## config.mk

```make
export PLATFORM = sky130hd
export DESIGN_NAME = clk_en_seq
export DESIGN_NICKNAME = d
export VERILOG_FILES = /design/src/rtl/ces_pkg.sv /design/src/rtl/ces_status.sv /design/src/rtl/ces_timer.sv /design/src/rtl/ces_strobe.sv /design/src/rtl/clk_en_seq.sv
export SDC_FILE = /design/constraint.sdc
export NUM_CORES = 1
export LEC_CHECK = 0
export ABC_AREA = 1
export CAP_MARGIN = 40
export CORE_ASPECT_RATIO = 0.7
export CORE_UTILIZATION = 46
export DETAILED_ROUTE_END_ITERATION = 12
export PLACE_DENSITY = 0.95
export SKIP_LAST_GASP = 1
export SYNTH_ARGS = -nofsm -noshare
export SYNTH_HDL_FRONTEND = slang
export SYNTH_SLANG_ARGS = --single-unit
export TNS_END_PERCENT = 20
```

## constraint.sdc

```tcl
create_clock -name clk_i -period 7.05 [get_ports clk_i]
set_input_delay 1.41 -clock clk_i [delete_from_list [all_inputs] [get_ports clk_i]]
set_output_delay 1.41 -clock clk_i [all_outputs]
set_load 0.03 [all_outputs]
```

## src/rtl/ces_pkg.sv

```systemverilog
package ces_pkg;
  typedef enum logic [2:0] {
    S_IDLE, S_CHECK, S_PRE, S_UNGATE, S_POST, S_RELEASE, S_DONE
  } ces_state_e;

  typedef enum logic [2:0] {
    ACT_NONE, ACT_RST_ON, ACT_RST_OFF, ACT_UNGATE, ACT_GATE
  } ces_act_e;
endpackage

```

## src/rtl/ces_status.sv

```systemverilog
module ces_status #(
  parameter int NCLK    = 64,
  parameter int NRST    = 64,
  parameter int CIDX_W  = 6,
  parameter int RIDX_W  = 6,
  parameter int INV_IDX = 14
) (
  input  logic [NCLK-1:0]   clk_stat_i,
  input  logic [NRST-1:0]   rst_stat_i,
  input  logic [CIDX_W-1:0] cidx_i,
  input  logic [RIDX_W-1:0] ridx_i,
  input  logic              has_rst_i,
  output logic              up_o
);
  logic in_rst, clk_run;

  assign in_rst  = has_rst_i && rst_stat_i[ridx_i];
  // one bit runs when set, all others run when clear
  assign clk_run = (cidx_i == CIDX_W'(INV_IDX)) ? clk_stat_i[cidx_i] : !clk_stat_i[cidx_i];
  assign up_o    = !in_rst && clk_run;
endmodule

```

## src/rtl/ces_timer.sv

```systemverilog
module ces_timer #(
  parameter int CW = 8
) (
  input  logic          clk_i,
  input  logic          rst_ni,
  input  logic          load_i,
  input  logic [CW-1:0] val_i,
  output logic          zero_o
);
  logic [CW-1:0] cnt_q;

  always_ff @(posedge clk_i or negedge rst_ni) begin
    if (!rst_ni)            cnt_q <= '0;
    else if (load_i)        cnt_q <= val_i;
    else if (cnt_q != '0)   cnt_q <= cnt_q - 1'b1;
  end

  assign zero_o = (cnt_q == '0);


  tmr_dec_chk: assert property (@(posedge clk_i) disable iff (!rst_ni)
    (!load_i && cnt_q != '0) |=> cnt_q == $past(cnt_q) - 1'b1);
endmodule

```

## src/rtl/ces_strobe.sv

```systemverilog
module ces_strobe
  import ces_pkg::*;
#(
  parameter int CIDX_W  = 6,
  parameter int RIDX_W  = 6,
  parameter int IDX_W   = 6,
  parameter int INV_IDX = 14
) (
  input  ces_act_e          act_i,
  input  logic [CIDX_W-1:0] cidx_i,
  input  logic [RIDX_W-1:0] ridx_i,
  output logic              tgt_o,
  output logic              set_o,
  output logic              clr_o,
  output logic [IDX_W-1:0]  idx_o
);
  logic inv;
  assign inv = (cidx_i == CIDX_W'(INV_IDX));

  always_comb begin
    tgt_o = 1'b0;
    set_o = 1'b0;
    clr_o = 1'b0;
    idx_o = '0;
    case (act_i)
      ACT_RST_ON:  begin tgt_o = 1'b1; set_o = 1'b1; idx_o = IDX_W'(ridx_i); end
      ACT_RST_OFF: begin tgt_o = 1'b1; clr_o = 1'b1; idx_o = IDX_W'(ridx_i); end
      ACT_UNGATE:  begin set_o = inv;  clr_o = !inv; idx_o = IDX_W'(cidx_i); end
      ACT_GATE:    begin set_o = !inv; clr_o = inv;  idx_o = IDX_W'(cidx_i); end
      default: ;
    endcase
  end
endmodule

```

## src/rtl/clk_en_seq.sv

```systemverilog
module clk_en_seq
  import ces_pkg::*;
#(
  parameter int NCLK     = 64,
  parameter int NRST     = 64,
  parameter int INV_IDX  = 14,
  parameter int CLK_HZ   = 125_000_000,
  parameter int PRE_CYC  = CLK_HZ / 10_000,
  parameter int POST_CYC = CLK_HZ / 100,
  parameter int CIDX_W   = $clog2(NCLK),
  parameter int RIDX_W   = $clog2(NRST),
  parameter int IDX_W    = (CIDX_W > RIDX_W) ? CIDX_W : RIDX_W
) (
  input  logic              clk_i,
  input  logic              rst_ni,
  input  logic              req_valid_i,
  input  logic              req_en_i,
  input  logic [CIDX_W-1:0] req_clk_idx_i,
  input  logic [RIDX_W:0]   req_rst_idx_i,
  input  logic [NCLK-1:0]   clk_stat_i,
  input  logic [NRST-1:0]   rst_stat_i,
  output logic              wr_tgt_o,
  output logic              wr_set_o,
  output logic              wr_clr_o,
  output logic [IDX_W-1:0]  wr_idx_o,
  output logic              busy_o,
  output logic              done_o
);
  localparam int MAXC = (PRE_CYC > POST_CYC) ? PRE_CYC : POST_CYC;
  localparam int CW   = $clog2(MAXC + 1);

  typedef struct packed {
    logic              en;
    logic              has_rst;
    logic [CIDX_W-1:0] cidx;
    logic [RIDX_W-1:0] ridx;
  } req_t;

  ces_state_e state_q, state_d;
  ces_act_e   act;
  req_t       req_q;
  logic       up, tmr_load, tmr_zero;
  logic [CW-1:0] tmr_val;

  always_ff @(posedge clk_i or negedge rst_ni) begin
    if (!rst_ni) begin
      state_q <= S_IDLE;
      req_q   <= '0;
    end else begin
      state_q <= state_d;
      if (state_q == S_IDLE && req_valid_i)
        req_q <= '{en: req_en_i, has_rst: !req_rst_idx_i[RIDX_W],
                   cidx: req_clk_idx_i, ridx: req_rst_idx_i[RIDX_W-1:0]};
    end
  end

  ces_status #(.NCLK(NCLK), .NRST(NRST), .CIDX_W(CIDX_W), .RIDX_W(RIDX_W),
               .INV_IDX(INV_IDX)) u_status (
    .clk_stat_i(clk_stat_i), .rst_stat_i(rst_stat_i),
    .cidx_i(req_q.cidx), .ridx_i(req_q.ridx), .has_rst_i(req_q.has_rst),
    .up_o(up)
  );

  ces_timer #(.CW(CW)) u_timer (
    .clk_i(clk_i), .rst_ni(rst_ni), .load_i(tmr_load), .val_i(tmr_val),
    .zero_o(tmr_zero)
  );

  always_comb begin
    state_d  = state_q;
    act      = ACT_NONE;
    tmr_load = 1'b0;
    tmr_val  = '0;
    case (state_q)
      S_IDLE:  if (req_valid_i) state_d = S_CHECK;
      S_CHECK: begin
        if (!req_q.en) begin
          act = ACT_GATE; state_d = S_DONE;
        end else if (up) begin
          state_d = S_DONE;
        end else if (req_q.has_rst) begin
          act = ACT_RST_ON; state_d = S_PRE;
          tmr_load = 1'b1; tmr_val = CW'(PRE_CYC - 1);
        end else begin
          act = ACT_UNGATE; state_d = S_DONE;
        end
      end
      S_PRE:     if (tmr_zero) state_d = S_UNGATE;
      S_UNGATE: begin
        act = ACT_UNGATE; state_d = S_POST;
        tmr_load = 1'b1; tmr_val = CW'(POST_CYC - 1);
      end
      S_POST:    if (tmr_zero) state_d = S_RELEASE;
      S_RELEASE: begin act = ACT_RST_OFF; state_d = S_DONE; end
      S_DONE:    state_d = S_IDLE;
      default:   state_d = S_IDLE;
    endcase
  end

  ces_strobe #(.CIDX_W(CIDX_W), .RIDX_W(RIDX_W), .IDX_W(IDX_W),
               .INV_IDX(INV_IDX)) u_strobe (
    .act_i(act), .cidx_i(req_q.cidx), .ridx_i(req_q.ridx),
    .tgt_o(wr_tgt_o), .set_o(wr_set_o), .clr_o(wr_clr_o), .idx_o(wr_idx_o)
  );

  assign busy_o = (state_q != S_IDLE);
  assign done_o = (state_q == S_DONE);


  one_strobe_chk: assert property (@(posedge clk_i) disable iff (!rst_ni)
    !(wr_set_o && wr_clr_o));

  done_idle_chk: assert property (@(posedge clk_i) disable iff (!rst_ni)
    done_o |=> !busy_o);

  hold_req_chk: assert property (@(posedge clk_i) disable iff (!rst_ni)
    busy_o |=> $stable(req_q));

  dis_no_rst_chk: assert property (@(posedge clk_i) disable iff (!rst_ni)
    (busy_o && !req_q.en) |-> !(wr_tgt_o && (wr_set_o || wr_clr_o)));

  rel_after_post_chk: assert property (@(posedge clk_i) disable iff (!rst_ni)
    (wr_tgt_o && wr_clr_o) |-> $past(state_q) == S_POST);

  idle_quiet_chk: assert property (@(posedge clk_i) disable iff (!rst_ni)
    !busy_o |-> !(wr_set_o || wr_clr_o));
endmodule

```

# After elaboration in Yosys (flattened, before gate mapping)
# Index checks and enable logic that the tools add are counted.
# classes
n_eq_ne	14
multipliers	0
n_addsub	1
n_mux	30
n_reduce_logical	15
shift	0
bitwise	0
magnitude_cmp	2
n_div	0
# op_table
cell	count
14-bit 2-to-1 mux	3
21-bit 2-to-1 mux	2
21-bit one-hot mux with 2 select lines	1
21-bit logical NOT	1
3-bit 2-to-1 mux	7
21-bit nonzero test	1
21-bit by 1-bit subtractor with 21-bit output, second input constant	1
3-bit one-hot mux with 6 select lines	1
6-bit by 7-bit less-than comparator with 1-bit output, second input constant	2
1-bit binary-select mux with 6-bit select	2
3-bit by 2-bit equality test with 1-bit output, second input constant	4
3-bit equality test, second input constant	4
6-bit one-hot mux with 2 select lines	1
3-bit one-hot mux with 3 select lines	1
1-bit 2-to-1 mux	7
3-bit by 1-bit equality test with 1-bit output, second input constant	2
6-bit by 4-bit equality test with 1-bit output, second input constant	1
2-bit != test, second input constant	3
1-bit one-hot mux with 3 select lines	2
1-bit logical NOT	4
2-bit 2-to-1 mux	2
2-bit OR reduction	2
1-bit logical AND	3
3-bit logical NOT	1
other kinds (4)	4
# word_totals
memories	0
latchBits	0
ram_bits	0
output_inout_bits	11
romBits	0
inputBits	145
regBits	38

# Longest topological paths before layout
# depth
ltp_word	11
mapped_depth	21

# Modules after synthesis
# A second synthesis with hierarchy kept.
# hier_totals
hier_cells	703
area_unflattened_um2	4023.9
# by_module_without_submodules
mod	cells_each	instances	seq_area_each_um2	area_per_inst_um2
ces_status	334	1	0.0	1511.4
ces_timer	224	1	525.5	1492.7
clk_en_seq	101	1	425.4	837.1
ces_strobe	44	1	0.0	182.7

# Least setup slack after synthesis
# Ideal clock, no wire load.
# synth_path
path_type	input-to-output
from	input port clk_stat_i[15]
to	output port wr_idx_o[0]
path_slack_ns	2.795
path_stages	17
t_required_ns	5.640
t_arrival_ns	2.845
path_cell_list	nand2_1 > nand3_1 > nand3_1 > nand2_1 > nor2_1 > nor2_1 > nand2_1 > nand2_1 > nand2_1 > nand2_1 > nand2_2 > nand3_4 > nor2_8 > inv_4 > nand2_2 > nand2_1 > nand2_1
# synth_via
elab_chain_cells	11
word_cells_on_any_way	15
cone_classes	eq/ne (4); mux (7); reduce/logical (4)
# synth_rtl
item	line	source
start, declared	clk_en_seq.sv:20	input logic [NCLK-1:0] clk_stat_i,
1-bit binary-select mux with 6-bit select *	ces_status.sv:19	assign clk_run = (cidx_i == CIDX_W'(INV_IDX)) ? clk_stat_i[cidx_i] : !clk_stat_i[cidx_i];
1-bit 2-to-1 mux (not written as such) *	ces_status.sv:19	
1-bit logical NOT	ces_status.sv:19	
1-bit 2-to-1 mux *	ces_status.sv:19	
1-bit logical AND *	ces_status.sv:20	assign up_o = !in_rst && clk_run;
2-bit 2-to-1 mux *	clk_en_seq.sv:79	end else if (up) begin
3-bit 2-to-1 mux *	clk_en_seq.sv:77	if (!req_q.en) begin
3-bit one-hot mux with 3 select lines *	clk_en_seq.sv:74	case (state_q)
3-bit by 2-bit equality test with 1-bit output (tied with other cells)	ces_strobe.sv:25	case (act_i)
2-bit OR reduction (no line)	--	
6-bit one-hot mux with 2 select lines *	ces_strobe.sv:25	
end, declared	clk_en_seq.sv:25	output logic [IDX_W-1:0] wr_idx_o,
# Mark *: on every way between the ends. The rest lies on a longest branch, timed or not. The select of a mux whose other input is x is not followed.

# Worst setup path after layout
# layout_path
from	input port rst_stat_i[5]
to	output port wr_idx_o[1]
# layout_via
elab_chain_cells	11
word_cells_on_any_way	15
cone_classes	eq/ne (4); mux (6); reduce/logical (5)
# layout_rtl
item	line	source
start, declared	clk_en_seq.sv:21	input logic [NRST-1:0] rst_stat_i,
1-bit binary-select mux with 6-bit select *	ces_status.sv:17	assign in_rst = has_rst_i && rst_stat_i[ridx_i];
1-bit 2-to-1 mux (not written as such) *	ces_status.sv:17	
1-bit logical AND *	ces_status.sv:17	
1-bit logical NOT *	ces_status.sv:20	
1-bit logical AND *	ces_status.sv:20	
2-bit 2-to-1 mux *	clk_en_seq.sv:79	
3-bit 2-to-1 mux *	clk_en_seq.sv:77	
3-bit one-hot mux with 3 select lines *	clk_en_seq.sv:74	
3-bit by 2-bit equality test with 1-bit output (tied with other cells)	ces_strobe.sv:25	
2-bit OR reduction (no line)	--	
6-bit one-hot mux with 2 select lines *	ces_strobe.sv:25	
# Marked as above.

==> flow_summary.yaml <==
setup_path:
  critical_path_class: "input pin to primary output"
  timing.critical_path.from_type: "input pin"
  worst_ep_arrival_time_ns: 4.07
  crit_chain: "clkdlybuf4s50_1, nand2_1, nand3_1, nand3_1, nand2_1, nand2_1, nand3_1, nand3b_1, nand2_1, nand2_1, nand2_2, nand3_4, nand2_1, nand2_1, nand2_1, nand2_1, nand2_1, clkdlybuf4s50_1"
  crit_top_cell: "nand2_1"
  cp_data_required_time_ns: 5.64
  crit_path_end_kind: "primary output"
  cp_slowest_stage_delay_ns: 0.67
  crit_path_buffers_inverters: 2
  worst_path_max_delay_cell: "clkdlybuf4s50_1"
  critical_path.top_delay_family: "simple AND/OR/NAND/NOR gates"
  worstPathMaxFanout: 6
route:
  post_drt_via_cell_ratio: 5.52
  detailroute.via_count: 4394
  drtIter0Drc: 509
  drt_pre_antenna_iters: 5
  antenna_left: 0
  wirelength_um: 11700
  post-route-drc-count: 0
  wirelength_per_cell_um: 14.7
placed_design:
  dp_hpwl_um: 8930
  gp_congestion: 0.916
  numPortBuffers: 155
sta:
  setup_viol: 0
  tightestPinTransition_ns: 0.854
  drv_slew: 0
  min_period_over_period_pct: 77.8
  grt_setup_unrepaired: "no"
  hold_viol: 0
  finalHoldWorstSlack_ns: 0.539
  max_slew_margin_pct: 42.9
  max_clock_freq_mhz: 182
  fin_setup_tns_ns: 0
  worst_setup_skew_after_layout_ns: 0.00498
  timing.final.crit_period_ns: 5.48
grt:
  first_pass_grt_wire_length_um: 18900
  antenna_violations_before_repair: 0
  vias_in_the_first_global_route: 4111
  grt_use_total_pct: 30.9
  globalRoute.totalOverflow: 0
  grt_start_max_net_pins: 39
synthesis:
  nets_in_the_synthesized_netlist: 707
  synth.yosys.seq_area_share_pct: 28.1
  synth_top_area_cell: "dfrtp_1"
  synth.ff_latch_count: 38
  synth.top_cell.area_share_pct: 28.1
  synth_area_um2: 3390
  synthesis.area_per_instance_um2: 6.04
  postSynthCellCount: 561
  yosys_warnings: 0
  post_synth_num_cell_types: 33
  yosys-top-cells-area: "dfrtp_1 (28%), nand2_1 (24%), nand3_1 (16%)"
cts:
  tritoncts: "built"
  cts.clk_slew.worst_paths_ns: 0.07
  postCtsResizedCells: 0
  cts.path.max_buffers: 2
  cts_num_sinks: 38
  clock_insertion_delay_worst_skew_ns: 0.30
  cts_root_buffer: "clkbuf_8"
  cts_hold_buffers: 0
  numCtsBuffers: 5
  cts.repair_timing.setup_buffer_count: 0
  cts-htree-levels: 2
finish:
  synthToLayoutAreaGrowth_pct: 49.9
  seq_area_um2: 951
  post_route_cells_drive_above_1_share_pct: 3.56
  mostFrequentLayoutCell: "nand2_1"
  antenna-diode-count: 0
  multi_input_area_um2: 2100
  layout_common_cells: "nand2_1 (217), clkdlybuf4s50_1 (154), nand3_1 (108)"
  fin_nets: 847
  fillers: 536
pwr:
  power.ir.vdd_worst_mv: 0.0859
  power_density_nw_per_um2: 109
  power.leakage_nw: 2.33
floorplanning:
  die_width_um: 105
  io-pin-count: 156
  initial_core_util_pct: 48.8
  floorplan.rows: 25
  coreArea_um2: 6940
  area_of_the_die_um2: 7720
  die_y_um: 73.8
status:
  status: "completed"
job:
  cap_viol_max_count: 0
min_path:
  type_of_the_worst_min_delay_path: "flop to flop"
==> report_power, final <==
part | internal, W | leakage, nW | switching [W]
clock | 0.000151 | 0.0714 | 0.0000797
sequential | 0.000218 | 0.417 | 0
combinational | 0.0000791 | 1.85 | 0.0000279
total | 0.000448 | 2.33 | 0.000108
==> routing by layer <==
| layer | part of all wire [%] | global-route usage, % | wire, um | vias to the layer above |
|---|---|---|---|---|
| met5 | 0 | 0 | 0 | - |
| met4 | 1.3 | 8.61 | 150 | 0 |
| met3 | 9.2 | 4.79 | 1080 | 17 |
| met2 | 47 | 54.7 | 5540 | 264 |
| met1 | 42 | 39.6 | 4910 | 2029 |
| li1 | - | - | - | 2084 |
==> synthesized netlist by cell type <==
cell        n
nand2_1   217
nand3_1   108
nor2_1     57
dfrtp_1    38
inv_1      35
a21oi_1    17
buf_4      12
xor2_1     12
o21ai_0     8
nor3_1      6
buf_2       5
nand4_1     5
o31ai_1     5
buf_6       4
clkbuf_1    3
clkinv_1    3
mux2_2      3
nand3b_1    3
xnor2_1     3
inv_2       2
nand2_2     2
nor4_1      2
a21oi_2     1
clkinv_2    1
ha_1        1
inv_4       1
inv_6       1
nand2_4     1
nand3_4     1
nor2_8      1
nor3b_1     1
o211ai_1    1
o21ai_1     1
==> per-stage QoR <==
stage          std cells  setup WS [ns]  total power, W  utilization (%)  area (um^2)
6_report             796           1.57        0.000555             73.1         5080
5_1_grt              796           1.32        0.000575             73.1         5080
4_1_cts              796           1.61        0.000556             73.1         5080
3_5_place_dp         788           1.62        0.000329             71.1         4940
3_3_place_gp         786           1.65        0.000327             70.3         4880
2_1_floorplan        561           2.79        0.000242                -         3390
==> registers in the layout (all words and copies together) (netlist names) <==
| name | cells |
|---|---|
| req_q | 14 |
| state_q | 3 |
| u_timer.cnt_q | 21 |
==> worst register-to-register path, cell delays in order (launching register included) <==
cell     delay [ns]
dfrtp_1        0.80
inv_1          0.48
nand3_1        0.22
nand3_1        0.10
nand3_1        0.10
nand2_1        0.06
nor2_1         0.08
nand2_1        0.07
nand2_1        0.06
nand2_1        0.05
nand2_1        0.08
nand2_2        0.09
nand3_4        0.10
nor2_8         0.05
inv_4          0.10
nand2_4        0.11
inv_2          0.14
o21ai_1        0.09
==> cell type report <==
class | count | share of cell area (%)
Timing Repair Buffer | 157 | 31.5
Multi-Input combinational cell | 456 | 41.3
Tap cell | 94 | 2.32
Inverter | 43 | 3.35
Sequential cell | 38 | 18.7
Clock buffer | 6 | 1.63
Clock inverter | 2 | 1.18
==> path summary, 6_finish.rpt <==
check / from / to / slack (ns) / depth (start not counted)
max: rst_stat_i[5] / wr_idx_o[1] / 1.57 / 18
min: state_q[0] / state_q[0] / 0.54 / 1
max reg2reg: req_q[7] / u_timer.cnt_q[7] / 4.15 / 17
min reg2reg: state_q[0] / state_q[0] / 0.54 / 1
max in group asynchronous: rst_ni / u_timer.cnt_q[10] / 5.29 / 1
min in group asynchronous: rst_ni / req_q[6] / 1.21 / 1
==> logic make-up (layout without fill, tap and decap cells) <==
logic type | Yosys count | after routing | synth area share [%]
buffers and inverters | 67 | 208 | 10.1
AND/OR/NAND/NOR | 404 | 404 | 51.2
XOR/XNOR | 15 | 15 | 3.88
adder cells (fa/ha/maj) | 1 | 1 | 0.369
flip-flops | 38 | 38 | 28.1
multiplexers | 3 | 3 | 0.997
AO/OA/AOI/OAI | 33 | 33 | 5.43
Note: power is estimated with default switching activity, not from simulation.
